[config.mk]
export PLATFORM = sky130hd
export DESIGN_NAME = quad_wiper_ctrl
export DESIGN_NICKNAME = d
export VERILOG_FILES = /design/src/rtl/wpot_pkg.sv /design/src/rtl/wpot_ctrl_fsm.sv /design/src/rtl/wpot_wiper_bank.sv /design/src/rtl/wpot_nv_array.sv /design/src/rtl/quad_wiper_ctrl.sv
export SDC_FILE = /design/constraint.sdc
export NUM_CORES = 1
export LEC_CHECK = 0
export BUFFER_PORTS_ARGS = -buffer_cell sky130_fd_sc_hd__buf_2
export CORE_MARGIN = 8
export CORE_UTILIZATION = 60
export CTS_CLUSTER_DIAMETER = 60
export DETAILED_ROUTE_END_ITERATION = 12
export HOLD_SLACK_MARGIN = 0.12
export PLACE_DENSITY = 0.79
export SETUP_SLACK_MARGIN = 0.4
export SKIP_CTS_REPAIR_TIMING = 1
export SLEW_MARGIN = 40
export SYNTH_ARGS = -nofsm -noshare
export SYNTH_HDL_FRONTEND = slang
export SYNTH_SLANG_ARGS = --single-unit
[constraint.sdc]
create_clock -name clk -period 8.5 [get_ports clk]
set_clock_uncertainty 0.2 [all_clocks]
set_input_delay 0 -clock clk [delete_from_list [all_inputs] [get_ports clk]]
set_output_delay 0 -clock clk [all_outputs]
set_load 0.05 [all_outputs]
[src/rtl/wpot_pkg.sv]
package wpot_pkg;

  typedef enum logic [2:0] {
    OP_RD_WIPER = 3'd0,
    OP_WR_WIPER = 3'd1,
    OP_RD_DATA  = 3'd2,
    OP_WR_DATA  = 3'd3,
    OP_SAVE     = 3'd4,
    OP_LOAD     = 3'd5,
    OP_INC      = 3'd6,
    OP_DEC      = 3'd7
  } wpot_op_e;

  typedef enum logic [1:0] {
    ST_RECALL = 2'd0,
    ST_IDLE   = 2'd1,
    ST_HOLD   = 2'd2
  } wpot_state_e;

  typedef enum logic [1:0] {
    STEP_SET  = 2'd0,
    STEP_UP   = 2'd1,
    STEP_DOWN = 2'd2
  } wpot_step_e;

  // Commands that change a stored setting.
  function automatic logic op_writes_store(input wpot_op_e op);
    return (op == OP_WR_DATA) || (op == OP_SAVE);
  endfunction

endpackage

[src/rtl/wpot_ctrl_fsm.sv]
module wpot_ctrl_fsm
  import wpot_pkg::*;
#(
  parameter int NCH     = 4,
  parameter int NV_BUSY = 12,
  localparam int CH_W   = (NCH > 1) ? $clog2(NCH) : 1,
  localparam int CNT_W  = $clog2(NV_BUSY + 1)
) (
  input  logic            clk,
  input  logic            rst_n,
  input  logic            cmd_valid,
  input  wpot_op_e        cmd_op,
  input  logic            wp_n,
  output logic            ready,
  output logic            accept,
  output logic            refuse,
  output logic            nv_we,
  output logic            recall_en,
  output logic [CH_W-1:0] recall_idx,
  output logic            err
);

  wpot_state_e      state;
  logic [CNT_W-1:0] hold_cnt;
  logic             store_op;

  assign ready     = (state == ST_IDLE);
  assign recall_en = (state == ST_RECALL);
  assign accept    = ready && cmd_valid;
  assign store_op  = op_writes_store(cmd_op);
  assign refuse    = accept && store_op && !wp_n;
  assign nv_we     = accept && store_op && wp_n;

  always_ff @(posedge clk or negedge rst_n) begin
    if (!rst_n) begin
      state      <= ST_RECALL;
      recall_idx <= '0;
      hold_cnt   <= '0;
      err        <= 1'b0;
    end else begin
      err <= refuse;
      unique case (state)
        ST_RECALL: begin
          if (recall_idx == CH_W'(NCH - 1)) state <= ST_IDLE;
          recall_idx <= recall_idx + 1'b1;
        end
        ST_IDLE: begin
          if (accept) begin
            state    <= ST_HOLD;
            hold_cnt <= nv_we ? CNT_W'(NV_BUSY) : CNT_W'(1);
          end
        end
        ST_HOLD: begin
          if (hold_cnt == CNT_W'(1)) state <= ST_IDLE;
          hold_cnt <= hold_cnt - 1'b1;
        end
        default: state <= ST_IDLE;
      endcase
    end
  end

endmodule

[src/rtl/wpot_wiper_bank.sv]
module wpot_wiper_bank
  import wpot_pkg::*;
#(
  parameter int NCH = 4,
  parameter int W   = 8
) (
  input  logic           clk,
  input  logic           rst_n,
  input  logic [NCH-1:0] load_en,
  input  wpot_step_e     mode,
  input  logic [W-1:0]   load_val,
  output logic [W-1:0]   code [NCH]
);

  localparam logic [W-1:0] CODE_MAX = '1;

  // Saturating step or direct load.
  function automatic logic [W-1:0] next_code(input logic [W-1:0] cur,
                                             input wpot_step_e m,
                                             input logic [W-1:0] val);
    case (m)
      STEP_UP:   return (cur == CODE_MAX) ? cur : cur + 1'b1;
      STEP_DOWN: return (cur == '0) ? cur : cur - 1'b1;
      default:   return val;
    endcase
  endfunction

  for (genvar c = 0; c < NCH; c++) begin : g_ch
    always_ff @(posedge clk or negedge rst_n) begin
      if (!rst_n)          code[c] <= '0;
      else if (load_en[c]) code[c] <= next_code(code[c], mode, load_val);
    end
  end

endmodule

[src/rtl/wpot_nv_array.sv]
module wpot_nv_array #(
  parameter int NCH    = 4,
  parameter int NREG   = 4,
  parameter int W      = 8,
  localparam int CH_W  = (NCH > 1) ? $clog2(NCH) : 1,
  localparam int RG_W  = (NREG > 1) ? $clog2(NREG) : 1
) (
  input  logic            clk,
  input  logic            we,
  input  logic [CH_W-1:0] wr_ch,
  input  logic [RG_W-1:0] wr_rg,
  input  logic [W-1:0]    wr_data,
  input  logic [CH_W-1:0] rd_ch,
  input  logic [RG_W-1:0] rd_rg,
  output logic [W-1:0]    rd_data
);

  logic [W-1:0] cells [NCH][NREG];

  // Factory contents of a never-written cell.
  function automatic logic [W-1:0] factory_value(input int ch, input int idx);
    return W'(ch * 64 + idx * 16 + 10);
  endfunction

  initial begin
    for (int c = 0; c < NCH; c++)
      for (int r = 0; r < NREG; r++)
        cells[c][r] = factory_value(c, r);
  end

  // No reset: the contents survive rst_n.
  always_ff @(posedge clk) begin
    if (we) cells[wr_ch][wr_rg] <= wr_data;
  end

  assign rd_data = cells[rd_ch][rd_rg];

endmodule

[src/rtl/quad_wiper_ctrl.sv]
module quad_wiper_ctrl
  import wpot_pkg::*;
#(
  parameter int NCH     = 4,
  parameter int NREG    = 4,
  parameter int WIPER_W = 8,
  parameter int NV_BUSY = 12,
  localparam int CH_W   = (NCH > 1) ? $clog2(NCH) : 1,
  localparam int RG_W   = (NREG > 1) ? $clog2(NREG) : 1
) (
  input  logic                   clk,
  input  logic                   rst_n,
  input  logic                   wp_n,
  input  logic                   cmd_valid,
  input  logic [2:0]             cmd_op,
  input  logic [CH_W-1:0]        cmd_ch,
  input  logic [RG_W-1:0]        cmd_reg,
  input  logic [WIPER_W-1:0]     cmd_wdata,
  output logic                   ready,
  output logic [WIPER_W-1:0]     rsp_rdata,
  output logic                   err,
  output logic [NCH*WIPER_W-1:0] wiper_out
);

  wpot_op_e           op;
  logic               accept, refuse, nv_we, recall_en;
  logic [CH_W-1:0]    recall_idx;
  logic [WIPER_W-1:0] code [NCH];
  logic [WIPER_W-1:0] cur_wiper;
  logic [NCH-1:0]     load_en;
  wpot_step_e         mode;
  logic [WIPER_W-1:0] load_val;
  logic [CH_W-1:0]    nv_rd_ch;
  logic [RG_W-1:0]    nv_rd_rg;
  logic [WIPER_W-1:0] nv_rd_data;
  logic [WIPER_W-1:0] nv_wr_data;
  logic               acc_inc, acc_dec;

  assign op        = wpot_op_e'(cmd_op);
  assign cur_wiper = code[cmd_ch];
  assign acc_inc   = accept && (op == OP_INC);
  assign acc_dec   = accept && (op == OP_DEC);

  wpot_ctrl_fsm #(.NCH(NCH), .NV_BUSY(NV_BUSY)) u_fsm (
    .clk       (clk),
    .rst_n     (rst_n),
    .cmd_valid (cmd_valid),
    .cmd_op    (op),
    .wp_n      (wp_n),
    .ready     (ready),
    .accept    (accept),
    .refuse    (refuse),
    .nv_we     (nv_we),
    .recall_en (recall_en),
    .recall_idx(recall_idx),
    .err       (err)
  );

  // The recall and the commands never overlap, so they share one read port.
  assign nv_rd_ch   = recall_en ? recall_idx : cmd_ch;
  assign nv_rd_rg   = recall_en ? '0 : cmd_reg;
  assign nv_wr_data = (op == OP_WR_DATA) ? cmd_wdata : cur_wiper;

  wpot_nv_array #(.NCH(NCH), .NREG(NREG), .W(WIPER_W)) u_nv (
    .clk    (clk),
    .we     (nv_we),
    .wr_ch  (cmd_ch),
    .wr_rg  (cmd_reg),
    .wr_data(nv_wr_data),
    .rd_ch  (nv_rd_ch),
    .rd_rg  (nv_rd_rg),
    .rd_data(nv_rd_data)
  );

  always_comb begin
    load_en  = '0;
    mode     = STEP_SET;
    load_val = nv_rd_data;
    if (recall_en) begin
      load_en[recall_idx] = 1'b1;
    end else if (accept) begin
      unique case (op)
        OP_WR_WIPER: begin
          load_en[cmd_ch] = 1'b1;
          load_val        = cmd_wdata;
        end
        OP_LOAD: load_en[cmd_ch] = 1'b1;
        OP_INC: begin
          load_en[cmd_ch] = 1'b1;
          mode            = STEP_UP;
        end
        OP_DEC: begin
          load_en[cmd_ch] = 1'b1;
          mode            = STEP_DOWN;
        end
        default: ;
      endcase
    end
  end

  wpot_wiper_bank #(.NCH(NCH), .W(WIPER_W)) u_bank (
    .clk     (clk),
    .rst_n   (rst_n),
    .load_en (load_en),
    .mode    (mode),
    .load_val(load_val),
    .code    (code)
  );

  for (genvar c = 0; c < NCH; c++) begin : g_out
    assign wiper_out[c*WIPER_W +: WIPER_W] = code[c];
  end

  always_ff @(posedge clk or negedge rst_n) begin
    if (!rst_n) begin
      rsp_rdata <= '0;
    end else if (accept) begin
      if (op == OP_RD_WIPER)     rsp_rdata <= cur_wiper;
      else if (op == OP_RD_DATA) rsp_rdata <= nv_rd_data;
    end
  end

endmodule

# Word level (Yosys, flattened, before mapping)

Memory sizes are Yosys's and may differ from the RTL's.
Index checks and enable logic that the tools add are counted.

Register bits: 49
Memory bits (writable): 128
Input port bits: 19
Output and inout port bits: 42
Word-level logic and storage cells: 131
Memories: 1

Memory list:

| memory     | words | bits a word | rd ports | clocked after Yosys merged registers in | wr ports | RTL line            | source |
|---|---|---|---|---|---|---|---|
| u_nv.cells | 4     | 32          | 1        | 0                                       | 1        | wpot_nv_array.sv:18 | `logic [W-1:0] cells [NCH][NREG];` |

Add/sub/neg operators: 10
Magnitude comparators: 8
Eq/ne operators: 28
Muxes and demuxes: 47
Bitwise operators: 3
Reduce and logical (&&, ||, !) cells: 25

Operators with widths:

| operator                                                   | count |
|---|---|
| 2-to-1 mux 8 bit                                           | 19 |
| case mux 8 bit (2 select lines)                            | 4 |
| adder 8 x 1 -> 8 bit, second input constant                | 4 |
| binary-select mux 8 bit (select 2 bit)                     | 2 |
| equality test 8 bit, second input constant                 | 4 |
| logical NOT 8 bit                                          | 4 |
| 2-to-1 mux 32 bit                                          | 1 |
| subtractor 8 x 1 -> 8 bit, second input constant           | 4 |
| 2-to-1 mux 4 bit                                           | 5 |
| inequality test 2 bit, second input constant               | 9 |
| demux 8 bit (select 2 bit)                                 | 1 |
| AND reduction 3 bit                                        | 5 |
| 2-to-1 mux 2 bit                                           | 7 |
| equality test 3 bit, second input constant                 | 4 |
| >= comparator 3 bit, second input constant                 | 3 |
| NOT 2 -> 3 bit                                             | 3 |
| case mux 4 bit (2 select lines)                            | 1 |
| logical AND 1 bit                                          | 7 |
| equality test 2 bit, second input constant                 | 3 |
| equality test 3 x 2 -> 1 bit, second input constant        | 2 |
| less-than comparator 2 x 3 -> 1 bit, second input constant | 2 |
| case mux 2 bit (3 select lines)                            | 1 |
| demux 1 bit (select 2 bit)                                 | 2 |
| equality test 2 x 1 -> 1 bit, second input constant        | 2 |
| other kinds (16)                                           | 22 |

# Logic depth before layout (Yosys ltp)

Word-level depth: 10
Mapped depth: 15
Mapped depth without buffers: 13

# Cells and area by module

Synthesis repeated with hierarchy kept, for this count alone.

Cells, all modules: 791
Area, all modules: 9705.6 µm²

Modules (own cells, without submodules):

| module          | instances | cells an instance | area an instance (µm²) | sequential area each (µm²) |
|---|---|---|---|---|
| wpot_nv_array   | 1         | 221               | 4987.3                 | 3843.7 |
| wpot_wiper_bank | 1         | 436               | 3285.7                 | 800.8 |
| quad_wiper_ctrl | 1         | 83                | 898.4                  | 200.2 |
| wpot_ctrl_fsm   | 1         | 51                | 534.3                  | 225.2 |

# Worst setup path after synthesis

OpenSTA, ideal clock, no wires.

Path type: register -> register
Start point: register u_fsm.state[1]
End point: register u_bank.code[6] in the netlist's numbering
Library setup time: 0.088 ns
Arrival: 3.808 ns
Required time: 8.212 ns
Path slack: 4.403 ns
Cell stages (with the launch flop): 16
Path buffers: 2
Clock period less this slack: 4.097 ns
Cell sequence: dfrtp_1 -> buf_4 -> nand3b_4 -> nor2_1 -> nand2_1 -> inv_1 -> ha_1 -> clkbuf_1 -> clkinv_1 -> fa_1 -> nor2b_1 -> o31a_1 -> o21a_1 -> nor3_1 -> or3b_2 -> a41oi_1

Longest elaborated chain between the ends: 10
Elaborated cells between the ends (all ways): 23
Classes of those cells: eq/ne: 5; mux: 13; bitwise: 1; reduce/logical: 3; memory: 1

RTL lines:

| element                                                    | RTL line                                     | source |
|---|---|---|
| start: declaration                                         | wpot_ctrl_fsm.sv:23                          | `wpot_state_e state;` |
| start signal: assignment                                   | wpot_ctrl_fsm.sv:36                          | `state <= ST_RECALL;` |
| start signal: assignment                                   | wpot_ctrl_fsm.sv:44                          | `if (recall_idx == CH_W'(NCH - 1)) state <= ST_IDLE;` |
| start signal: assignment                                   | wpot_ctrl_fsm.sv:49                          | `state <= ST_HOLD;` |
| logical NOT 2 bit                                          | wpot_ctrl_fsm.sv:28                          | `assign recall_en = (state == ST_RECALL);` |
| 2-to-1 mux 2 bit, on equally long branches                 | quad_wiper_ctrl.sv:60, quad_wiper_ctrl.sv:61 |  |
| memory read (4 x 32 bit) or NOT 2 -> 3 bit (tied branches) | -                                            |  |
| binary-select mux 8 bit (select 2 bit)                     | wpot_nv_array.sv:36                          | `assign rd_data = cells[rd_ch][rd_rg];` |
| 2-to-1 mux 8 bit (not written as such) (2 in series)       | wpot_nv_array.sv:36                          |  |
| 2-to-1 mux 8 bit                                           | quad_wiper_ctrl.sv:82                        | `unique case (op)` |
| 2-to-1 mux 8 bit                                           | quad_wiper_ctrl.sv:81                        | `end else if (accept) begin` |
| 2-to-1 mux 8 bit                                           | quad_wiper_ctrl.sv:79                        | `if (recall_en) begin` |
| case mux 8 bit (2 select lines)                            | wpot_wiper_bank.sv:21                        | `case (m)` |
| end signal: indexed assignment                             | wpot_wiper_bank.sv:31                        | `else if (load_en[c]) code[c] <= next_code(code[c], mode, load_val);` |
| end: declaration                                           | wpot_wiper_bank.sv:12                        | `output logic [W-1:0] code [NCH]` |

Several ways; a longest one is shown, not always the timed one. The select of a mux whose other input is x is not followed.
A chain may end at the register's enable or synchronous reset.

# Worst setup path in the final report

Start point: register u_fsm.state[1]
End point: register u_bank.code[4] in the netlist's numbering

The elaborated chain is that of the path after synthesis.

==> reports/metrics.csv <==
stage,metric,value,unit
clocking,cts.htree.levels,4,
flow_run,drv_cap,0,
timing,period_minus_slack,4.57,ns
status,status,completed,
global_route,antenna_found_initial,0,
place,dp_hpwl,19600,um
power_and_ir_drop,ir_drop,0.000181,V
synth,netlist_instances,831,
worst_setup_path,cp_max_fo,32,
power_and_ir_drop,power.share.clock,21.2,%
synth,ys_types,90,
detailed_routing,drtIter0Drc,1139,
detailed_routing,drcViolationCount,0,
worst_setup_path,r2r_setup_slack,3.93,ns
clocking,cts.clk_slew.worst_paths,0.07,ns
worst_setup_path,rr_endpoint,u_bank.code[4],
global_route,grt_overflow,0,
synth,synth_area,0.00986,mm2
synth,ys_ff_latch,177,
worst_setup_path,reg2reg_depth,12,
clocking,cts-buffers-inserted,17,
synth,syn_nets,886,
synth,syn_area_per_cell,11.9,um2
die,core_area,0.0163,mm2
global_route,grt_pass1_vias,7137,
power_and_ir_drop,p_switching,0.00182,W
clocking,clock_latency,0.44,ns
finish,fillCellCount,1181,
timing,setup_viol,0,
die,start_util,60.3,%
timing,rsz0062_at_grt,no,
global_route,grt_pass1_wl,42700,um
synth,async_reset_ff_share,27.7,%
finish,regArea,0.00507,mm2
worst_hold_path,hold_depth,3,
place,gp_congestion,0.973,
die,die_area,0.0208,mm2
synth,netlist_top_cells_count,"edfxtp_1 (128), nor2_1 (58), nand2_1 (54)",
timing,period_share,53.7,%
global_route,grt_usage,27.7,%
place,io_buffers,60,
synth,synth_edf_count,128,
clocking,clockBufferDepth,2,
timing,max_freq,219,MHz
die,fp-row-count,47,
worst_hold_path,worst_hold_path_type,input pin to register,
synth,synthFlopType,edfxtp_1,
clocking,tritoncts,built,
timing,tns,0,ns
synth,yosysTopAreaCell,edfxtp_1,
timing,final_max_slew_viol_count,0,
synth,synth_area_leaders,"edfxtp_1 (39%), dfrtp_1 (12%), ha_1 (4.1%), mux2i_1 (3.7%), mux4_2 (2.3%)",
global_route,grt_max_degree,50,
finish,area_growth,13.8,%
clocking,cts_root_buf,clkbuf_16,
timing,hold_viol,0,
power_and_ir_drop,p_total,0.00395,W
finish,diodes,0,
die,die_y,144,um
detailed_routing,first_pass_iters,9,
synth,synth.most_common_cell,edfxtp_1,
timing,maxSlewHeadroom,41.2,%
worst_hold_path,worstHoldEndpoint,u_nv.cells[0][23],
timing,worst_pin_slew,0.879,ns
finish,finalNonFillerCells,1133,
power_and_ir_drop,internal_power,0.00213,W
power_and_ir_drop,power.density,352,mW/mm2
finish,nNetsFinal,955,
die,die_w,144,um
worst_setup_path,cp_data_required_time,8.66,ns
power_and_ir_drop,power_frac_comb,44.9,%
synth,yosys.area.top_type_share,39.0,%
synth,yosys_warnings,0,
worst_setup_path,cp.arrival,4.73,ns
worst_hold_path,hp-start,cmd_reg[0],
worst_setup_path,r2r_start,u_fsm.state[1],
detailed_routing,vias,7847,
finish,layout-drive-gt1-share,19.8,%
worst_setup_path,criticalPathCategory,register to register,
worst_setup_path,start_kind,register,
place,placed_cells,1082,
detailed_routing,viasPerCell,6.93,
detailed_routing,post_drt_wl_per_cell,25.0,um
detailed_routing,antenna_left,0,
die,ios,61,
detailed_routing,routed_wl,28300,um
power_and_ir_drop,swShare,46.1,%
power_and_ir_drop,p_leak,4.26,nW
power_and_ir_drop,seq_power_share,34.0,%
finish,multi_input_area,0.00457,mm2
synth,seq_area_frac_synth,51.4,%
clocking,cts_sinks,177,
worst_setup_path,endpoint_kind,register,
[final cells by class]
class	instances	share of cell area, %
clock buffer	17	3.79
clock inverter	15	1.96
inverter	24	0.803
multi-input combinational	592	40.8
sequential	177	45.2
tap	220	2.45
timing repair buffer	88	5.00
[cell usage in the layout (no fill, tap or decap), types with 17 or more instances in the layout]
| master | n |
|---|---|
| nor3_1 | 25 |
| edfxtp_1 | 128 |
| dfrtp_1 | 48 |
| clkbuf_16 | 17 |
| o21ai_0 | 26 |
| nand2_1 | 54 |
| nand3_1 | 24 |
| inv_1 | 23 |
| dlygate4sd3_1 | 19 |
| ha_1 | 32 |
| nor2_1 | 54 |
| mux2i_1 | 36 |
| a211oi_1 | 19 |
| a21oi_1 | 24 |
| buf_2 | 59 |
[worst max-delay path, stage by stage, from the launching register on]
cell           delay [ns]
dfrtp_1              0.86
nand3b_4             0.35
or3_1                0.15
ha_1                 0.15
buf_4                0.35
clkinv_1             0.46
fa_1                 0.54
nor2b_1              0.19
o21ai_0              0.12
a211oi_1             0.26
a31oi_1              0.06
dlygate4sd3_1        0.58
a31oi_1              0.18
[kinds of logic (layout without fill, tap and decap cells)]
family / after synthesis / in the layout / synth area share (%)
fa+ha+maj: 36 / 36 / 4.87
compound gates: 220 / 220 / 17.6
simple gates: 257 / 257 / 13.9
flops: 177 / 177 / 51.4
mux: 64 / 64 / 8.04
xor+xnor: 15 / 15 / 1.33
buf+inv: 62 / 144 / 2.88
[how the worst max path moves through the flow]
stage                              start         endpoint  slack (ns)
final                     u_fsm.state[1]   u_bank.code[4]        3.93
after global routing      u_fsm.state[1]   u_bank.code[4]        3.70
after CTS                 u_fsm.state[0]  u_bank.code[22]        4.07
after detailed placement  u_fsm.state[0]  u_bank.code[22]        4.08
after global placement    u_fsm.state[0]  u_bank.code[22]        4.25
after floorplan           u_fsm.state[1]   u_bank.code[6]        4.40
[flip-flops by register name, summed over array words and instances, names as in the netlist]
register	flops
rsp_rdata	8
u_bank.code	32
u_fsm.err	1
u_fsm.hold_cnt	4
u_fsm.recall_idx	2
u_fsm.state	2
u_nv.cells	128
[per-layer routing]
| layer | global-route usage (%) | wire (um) | part of all wire [%] | vias up |
|---|---|---|---|---|
| li1 | - | - | - | 3409 |
| met1 | 37.5 | 10900 | 39 | 3742 |
| met2 | 40.5 | 12400 | 44 | 584 |
| met3 | 7.46 | 3610 | 13 | 112 |
| met4 | 13.5 | 1340 | 4.7 | 0 |
| met5 | 0 | 0 | 0 | - |
[power by group through the flow]
| stage | clock [W] | combinational [W] | sequential [W] |
|---|---|---|---|
| after global placement | 0 | 0.00169 | 0.00134 |
| after CTS | 0.000837 | 0.00173 | 0.00133 |
| final | 0.000836 | 0.00177 | 0.00134 |
| after floorplan | 0 | 0.00102 | 0.00155 |
| after detailed placement | 0 | 0.00172 | 0.00135 |
| after global routing | 0.000872 | 0.00188 | 0.00136 |
[per-stage QoR]
step	hold WS, ns	setup WS [ns]	cell area (um2)	util [%]
after floorplan	-0.496	4.40	9860	-
after global placement	-0.0480	4.25	10300	63.2
after detailed placement	-0.0375	4.08	10400	63.4
after CTS	-0.498	4.07	11000	67.3
after global routing	0.125	3.70	11200	68.6
final	0.121	3.93	11200	68.6
(Power assumes the default switching activity.)
